File: src/rtl/fol_pkg.sv
package fol_pkg;

    typedef enum logic {
        LOAD_PAR = 1'b0,
        LOAD_SER = 1'b1
    } load_mode_e;

    typedef enum logic {
        SEL_AE = 1'b0,
        SEL_AF = 1'b1
    } ofs_sel_e;

    function automatic ofs_sel_e sel_advance(input ofs_sel_e s);
        return (s == SEL_AE) ? SEL_AF : SEL_AE;
    endfunction

    function automatic int chain_bits(input int w);
        return 2 * w;
    endfunction

endpackage

File: src/rtl/fol_seq.sv
module fol_seq
    import fol_pkg::*;
#(
    parameter int OFS_W = 11,
    localparam int CHAIN_LEN = chain_bits(OFS_W),
    localparam int CNT_W = $clog2(CHAIN_LEN + 1)
) (
    input  logic             clk,
    input  logic             rst,
    input  logic             ld_n,
    input  logic             sen_n,
    input  logic             wen_n,
    input  logic             ren_n,
    output load_mode_e       mode,
    output ofs_sel_e         sel,
    output logic             par_wr,
    output logic             rd_en,
    output logic             ser_wr,
    output logic [CNT_W-1:0] ser_idx
);

    logic access;

    always_comb begin
        access = !rst && !ld_n;
        par_wr = access && (mode == LOAD_PAR) && !wen_n;
        rd_en  = access && !par_wr && !ren_n;
        ser_wr = access && (mode == LOAD_SER) && !sen_n
                 && (ser_idx < CNT_W'(CHAIN_LEN));
    end

    always_ff @(posedge clk) begin
        if (rst) begin
            mode <= ld_n ? LOAD_SER : LOAD_PAR;
        end
    end

    always_ff @(posedge clk) begin
        if (rst || ld_n) begin
            sel <= SEL_AE;
        end else if (par_wr || rd_en) begin
            sel <= sel_advance(sel);
        end
    end

    always_ff @(posedge clk) begin
        if (rst || ld_n) begin
            ser_idx <= '0;
        end else if (ser_wr) begin
            ser_idx <= ser_idx + 1'b1;
        end
    end

endmodule

File: src/rtl/fol_regs.sv
module fol_regs
    import fol_pkg::*;
#(
    parameter int OFS_W    = 11,
    parameter int DEF_NEAR = 127,
    parameter int DEF_FAR  = 1023,
    parameter int CNT_W    = 5
) (
    input  logic             clk,
    input  logic             rst,
    input  logic             ld_n,
    input  ofs_sel_e         sel,
    input  logic             par_wr,
    input  logic             rd_en,
    input  logic             ser_wr,
    input  logic [CNT_W-1:0] ser_idx,
    input  logic             ser_in,
    input  logic [OFS_W-1:0] wdata,
    output logic [OFS_W-1:0] rdata,
    output logic [OFS_W-1:0] ae_q,
    output logic [OFS_W-1:0] af_q
);

    localparam logic [OFS_W-1:0] NEAR_V = OFS_W'(DEF_NEAR);
    localparam logic [OFS_W-1:0] FAR_V  = OFS_W'(DEF_FAR);

    for (genvar k = 0; k < 2; k++) begin : g_ofs
        localparam ofs_sel_e MY_SEL = (k == 0) ? SEL_AE : SEL_AF;
        localparam int BASE = k * OFS_W;
        logic [OFS_W-1:0] q;

        always_ff @(posedge clk) begin
            if (rst) begin
                q <= ld_n ? FAR_V : NEAR_V;
            end else if (par_wr && (sel == MY_SEL)) begin
                q <= wdata;
            end else if (ser_wr) begin
                for (int b = 0; b < OFS_W; b++) begin
                    if (ser_idx == CNT_W'(BASE + b)) begin
                        q[b] <= ser_in;
                    end
                end
            end
        end
    end

    assign ae_q = g_ofs[0].q;
    assign af_q = g_ofs[1].q;

    always_ff @(posedge clk) begin
        if (rst) begin
            rdata <= '0;
        end else if (rd_en) begin
            rdata <= (sel == SEL_AF) ? af_q : ae_q;
        end
    end

endmodule

File: src/rtl/flag_offset_loader.sv
module flag_offset_loader
    import fol_pkg::*;
#(
    parameter int OFS_W    = 11,
    parameter int DEF_NEAR = 127,
    parameter int DEF_FAR  = 1023
) (
    input  logic             clk,
    input  logic             rst,
    input  logic             ld_n,
    input  logic             sen_n,
    input  logic             ser_in,
    input  logic             wen_n,
    input  logic             ren_n,
    input  logic [OFS_W-1:0] wdata,
    output logic [OFS_W-1:0] rdata,
    output logic [OFS_W-1:0] ae_offset,
    output logic [OFS_W-1:0] af_offset
);

    localparam int CHAIN_LEN = chain_bits(OFS_W);
    localparam int CNT_W     = $clog2(CHAIN_LEN + 1);

    load_mode_e       mode;
    ofs_sel_e         sel;
    logic             par_wr;
    logic             rd_en;
    logic             ser_wr;
    logic [CNT_W-1:0] ser_idx;

    fol_seq #(.OFS_W(OFS_W)) u_seq (
        .clk    (clk),
        .rst    (rst),
        .ld_n   (ld_n),
        .sen_n  (sen_n),
        .wen_n  (wen_n),
        .ren_n  (ren_n),
        .mode   (mode),
        .sel    (sel),
        .par_wr (par_wr),
        .rd_en  (rd_en),
        .ser_wr (ser_wr),
        .ser_idx(ser_idx)
    );

    fol_regs #(
        .OFS_W   (OFS_W),
        .DEF_NEAR(DEF_NEAR),
        .DEF_FAR (DEF_FAR),
        .CNT_W   (CNT_W)
    ) u_regs (
        .clk    (clk),
        .rst    (rst),
        .ld_n   (ld_n),
        .sel    (sel),
        .par_wr (par_wr),
        .rd_en  (rd_en),
        .ser_wr (ser_wr),
        .ser_idx(ser_idx),
        .ser_in (ser_in),
        .wdata  (wdata),
        .rdata  (rdata),
        .ae_q   (ae_offset),
        .af_q   (af_offset)
    );

endmodule

File: config.mk
export PLATFORM = sky130hd
export DESIGN_NAME = flag_offset_loader
export DESIGN_NICKNAME = d
export VERILOG_FILES = /design/src/rtl/fol_pkg.sv /design/src/rtl/fol_seq.sv /design/src/rtl/fol_regs.sv /design/src/rtl/flag_offset_loader.sv
export SDC_FILE = /design/constraint.sdc
export NUM_CORES = 1
export LEC_CHECK = 0
export ABC_AREA = 1
export CAP_MARGIN = 20
export CELL_PAD_IN_SITES_DETAIL_PLACEMENT = 0
export CELL_PAD_IN_SITES_GLOBAL_PLACEMENT = 2
export CORE_ASPECT_RATIO = 0.8
export CORE_MARGIN = 5
export CORE_UTILIZATION = 27
export DETAILED_ROUTE_END_ITERATION = 6
export PLACE_DENSITY_LB_ADDON = 0.1
export SLEW_MARGIN = 20
export SYNTH_ARGS = -nofsm -noshare
export SYNTH_HDL_FRONTEND = slang
export SYNTH_SLANG_ARGS = --single-unit
File: constraint.sdc
create_clock -name clk -period 1.6 [get_ports clk]
set_input_delay 0.32 -clock clk [delete_from_list [all_inputs] [get_ports clk]]
set_output_delay 0.32 -clock clk [all_outputs]
set_load 0.02 [all_outputs]
==> impl_metrics.toml <==
[place]
place_inst = 457
place_hpwl_mm = 5.21
gp_congestion = 0.748
port_buffers = 50

[drt]
drtAntennaViolNets = 0
first_pass_iters = 4
via_per_inst = 4.47
wire_per_inst_um = 14.4
drt_iter0_drc = 73
dr_total_vias = 2094
wirelength_mm = 6.75
drc = 0

[final_layout]
drive_gt1_share_pct = 16.9
multiInputGateArea_mm2 = 0.00103
antenna_cells = 0
mostFrequentLayoutCells = "nand2_1, o21ai_0, nor2_1"
areaGrowthSynthToFinish_pct = 49.2
utilization_pct = 40.7
final_cells = 468
seq_area_mm2 = 0.00103
final_common_cell = "nand2_1"
fillers = 847
fin_nets = 382

[grt]
grtUsageTotal_pct = 14.2
grt_pass1_vias = 2050
overflow = 0
grt_max_degree = 18
grt_pass1_wl_mm = 10.5
antenna_found_initial = 0

[critical_path]
critPathSlowestCell = "clkdlybuf4s50_1"
cp_slowest_stage_delay_ns = 0.60
path_max_fanout = 2
required_ns = 1.28
crit_family = "buffers and inverters"
arrival_ns = 1.24
start_kind = "flip-flop"
cp-end-kind = "output pin"
critPathKind = "reg2out"
path_cells = "clkdlybuf4s50_1"
cp_num_buf_inv = 1

[pwr]
seqPwrFrac_pct = 46.5
comb_power_share_pct = 16.6
power.leakage_nw = 1.47
pwr-share-clk_pct = 37.0
netSwitchingFraction_pct = 25.6
p_sw_uw = 650
total_power_mw = 2.54
vdd_drop_max_mv = 0.368
p_int_mw = 1.89
power_density_mw_per_mm2 = 796

[yosys]
synth_warnings = 0
avgSynthCellArea_um2 = 7.47
synth-seq-cells = 40
netlist_instances = 286
synth_nets = 309
ys_seq_area_share_pct = 48.3
yosysTopAreaCell = "edfxtp_1"
synthTopCellsByArea = "edfxtp_1, dfxtp_1, nand2_1, o21ai_0, nor2_1"
synth.distinct_cells = 19
syn_area_mm2 = 0.00214
synth_top_area_share_pct = 32.3

[clock_tree]
clockBufferDepth = 2
clock-sinks = 40
clk_latency_ns = 0.30
cts-root-buf = "clkbuf_8"
cts_tree = "yes"
cts_buffers = 5
cts-htree-levels = 2
cts-hold-fix-buffers = 0
clk_pin_slew_ns = 0.09

[timing]
fin_crit_ns = 1.56
worstMarginPinSlew_ns = 0.305
fin_crit_sh_pct = 97.3
rsz0062_at_grt = "no"
slew_headroom_pct = 79.6
fin_skew_ns = 0.0115
final-hold-violation-count = 0
setup_violations = 0
slew_viol_final = 0
clock.fmax_mhz = 642

[worst_hold_path]
worstHoldPathType = "in2reg"

[job]
maxCapViolations = 0

[floorplan]
die_h_um = 89.6
dieWidth_um = 109
rows = 29
core_mm2 = 0.00784
ios = 51
start_util_pct = 27.3
die-area_mm2 = 0.00980

[status]
status = "finished clean"
[cells by family (layout without fill, tap and decap cells)]
logic type      count (synthesis)  in the layout  share of synthesized area (%)
simple gates                  139            139                           26.7
compound gates                 59             59                           13.8
flops                          40             40                           48.3
xor+xnor                        1              1                          0.410
fa+ha+maj                       5              5                           2.93
buf+inv                        42            116                           7.91
[sequential cells by signal, summed over array words and instances (netlist names)]
name / count
u_seq.mode: 1
u_regs.rdata: 11
u_regs.af_q: 11
u_seq.sel: 1
u_regs.ae_q: 11
u_seq.ser_idx: 5
[metal layers]
layer | vias up | global-route usage [%] | part of all wire, %
li1 | 1075 | - | -
met1 | 969 | 19.9 | 50
met2 | 46 | 21.7 | 43
met3 | 4 | 3.47 | 6.2
met4 | 0 | 3.85 | 0.65
met5 | - | 0 | 0
[power groups by stage]
stage / combinational, mW / sequential (mW) / clock, mW
CTS: 0.404 / 1.18 / 0.960
floorplan: 0.135 / 1.26 / 0
global placement: 0.418 / 1.21 / 0
finish: 0.420 / 1.18 / 0.938
global route: 0.463 / 1.19 / 1.00
detailed placement: 0.417 / 1.20 / 0
[final timing paths]
kind	startpoint	endpoint	slack, ns	cells after the start
max reg2reg	u_seq.ser_idx[0]$_SDFFE_PP0P_	u_regs.ae_q[10]$_SDFFCE_PP0P_	0.11	6
min	ld_n	u_seq.mode$_DFFE_PP_	0.41	2
min reg2reg	u_regs.rdata[6]$_SDFFE_PP0P_	u_regs.rdata[6]$_SDFFE_PP0P_	0.51	2
max	u_regs.rdata[2]$_SDFFE_PP0P_	rdata[2]	0.04	1
[through the flow]
stage	cell area, um^2	hold slack [ns]	setup TNS (ns)	worst slack, ns
2_1_floorplan	2140	0.419	0	0.145
3_3_place_gp	2910	0.490	-16.75	-0.435
3_5_place_dp	2910	0.495	-17.00	-0.437
4_1_cts	3020	0.520	-0.218	-0.0375
5_1_grt	3190	0.425	0	0.00263
6_report	3190	0.413	0	0.0431
[synthesized netlist by cell type, drive strengths merged]
| cell | n |
|---|---|
| clkbuf | 6 |
| inv | 28 |
| nand4 | 3 |
| xor2 | 1 |
| nand2 | 84 |
| ha | 5 |
| edfxtp | 23 |
| nor2 | 34 |
| o21ai | 49 |
| buf | 7 |
| a21oi | 10 |
| clkinv | 1 |
| dfxtp | 17 |
| nand3 | 18 |
[what timing repair did]
action,in CTS,in global routing
resized for setup,22,48
setup endpoints to repair,41,61
endpoints found under the hold margin,0,0
cloned,0,2
pin swaps,1,3
buffers inserted,0,1
[cell type report]
| class | instances | area share, % |
|---|---|---|
| timing repair inverter | 2 | 0.471 |
| multi-input combinational | 204 | 32.3 |
| timing repair buffer | 77 | 22.9 |
| clock inverter | 1 | 0.942 |
| tap | 108 | 4.24 |
| inverter | 29 | 3.77 |
| clock buffer | 7 | 3.06 |
| sequential | 40 | 32.4 |
Power figures use the tool's default switching activity.
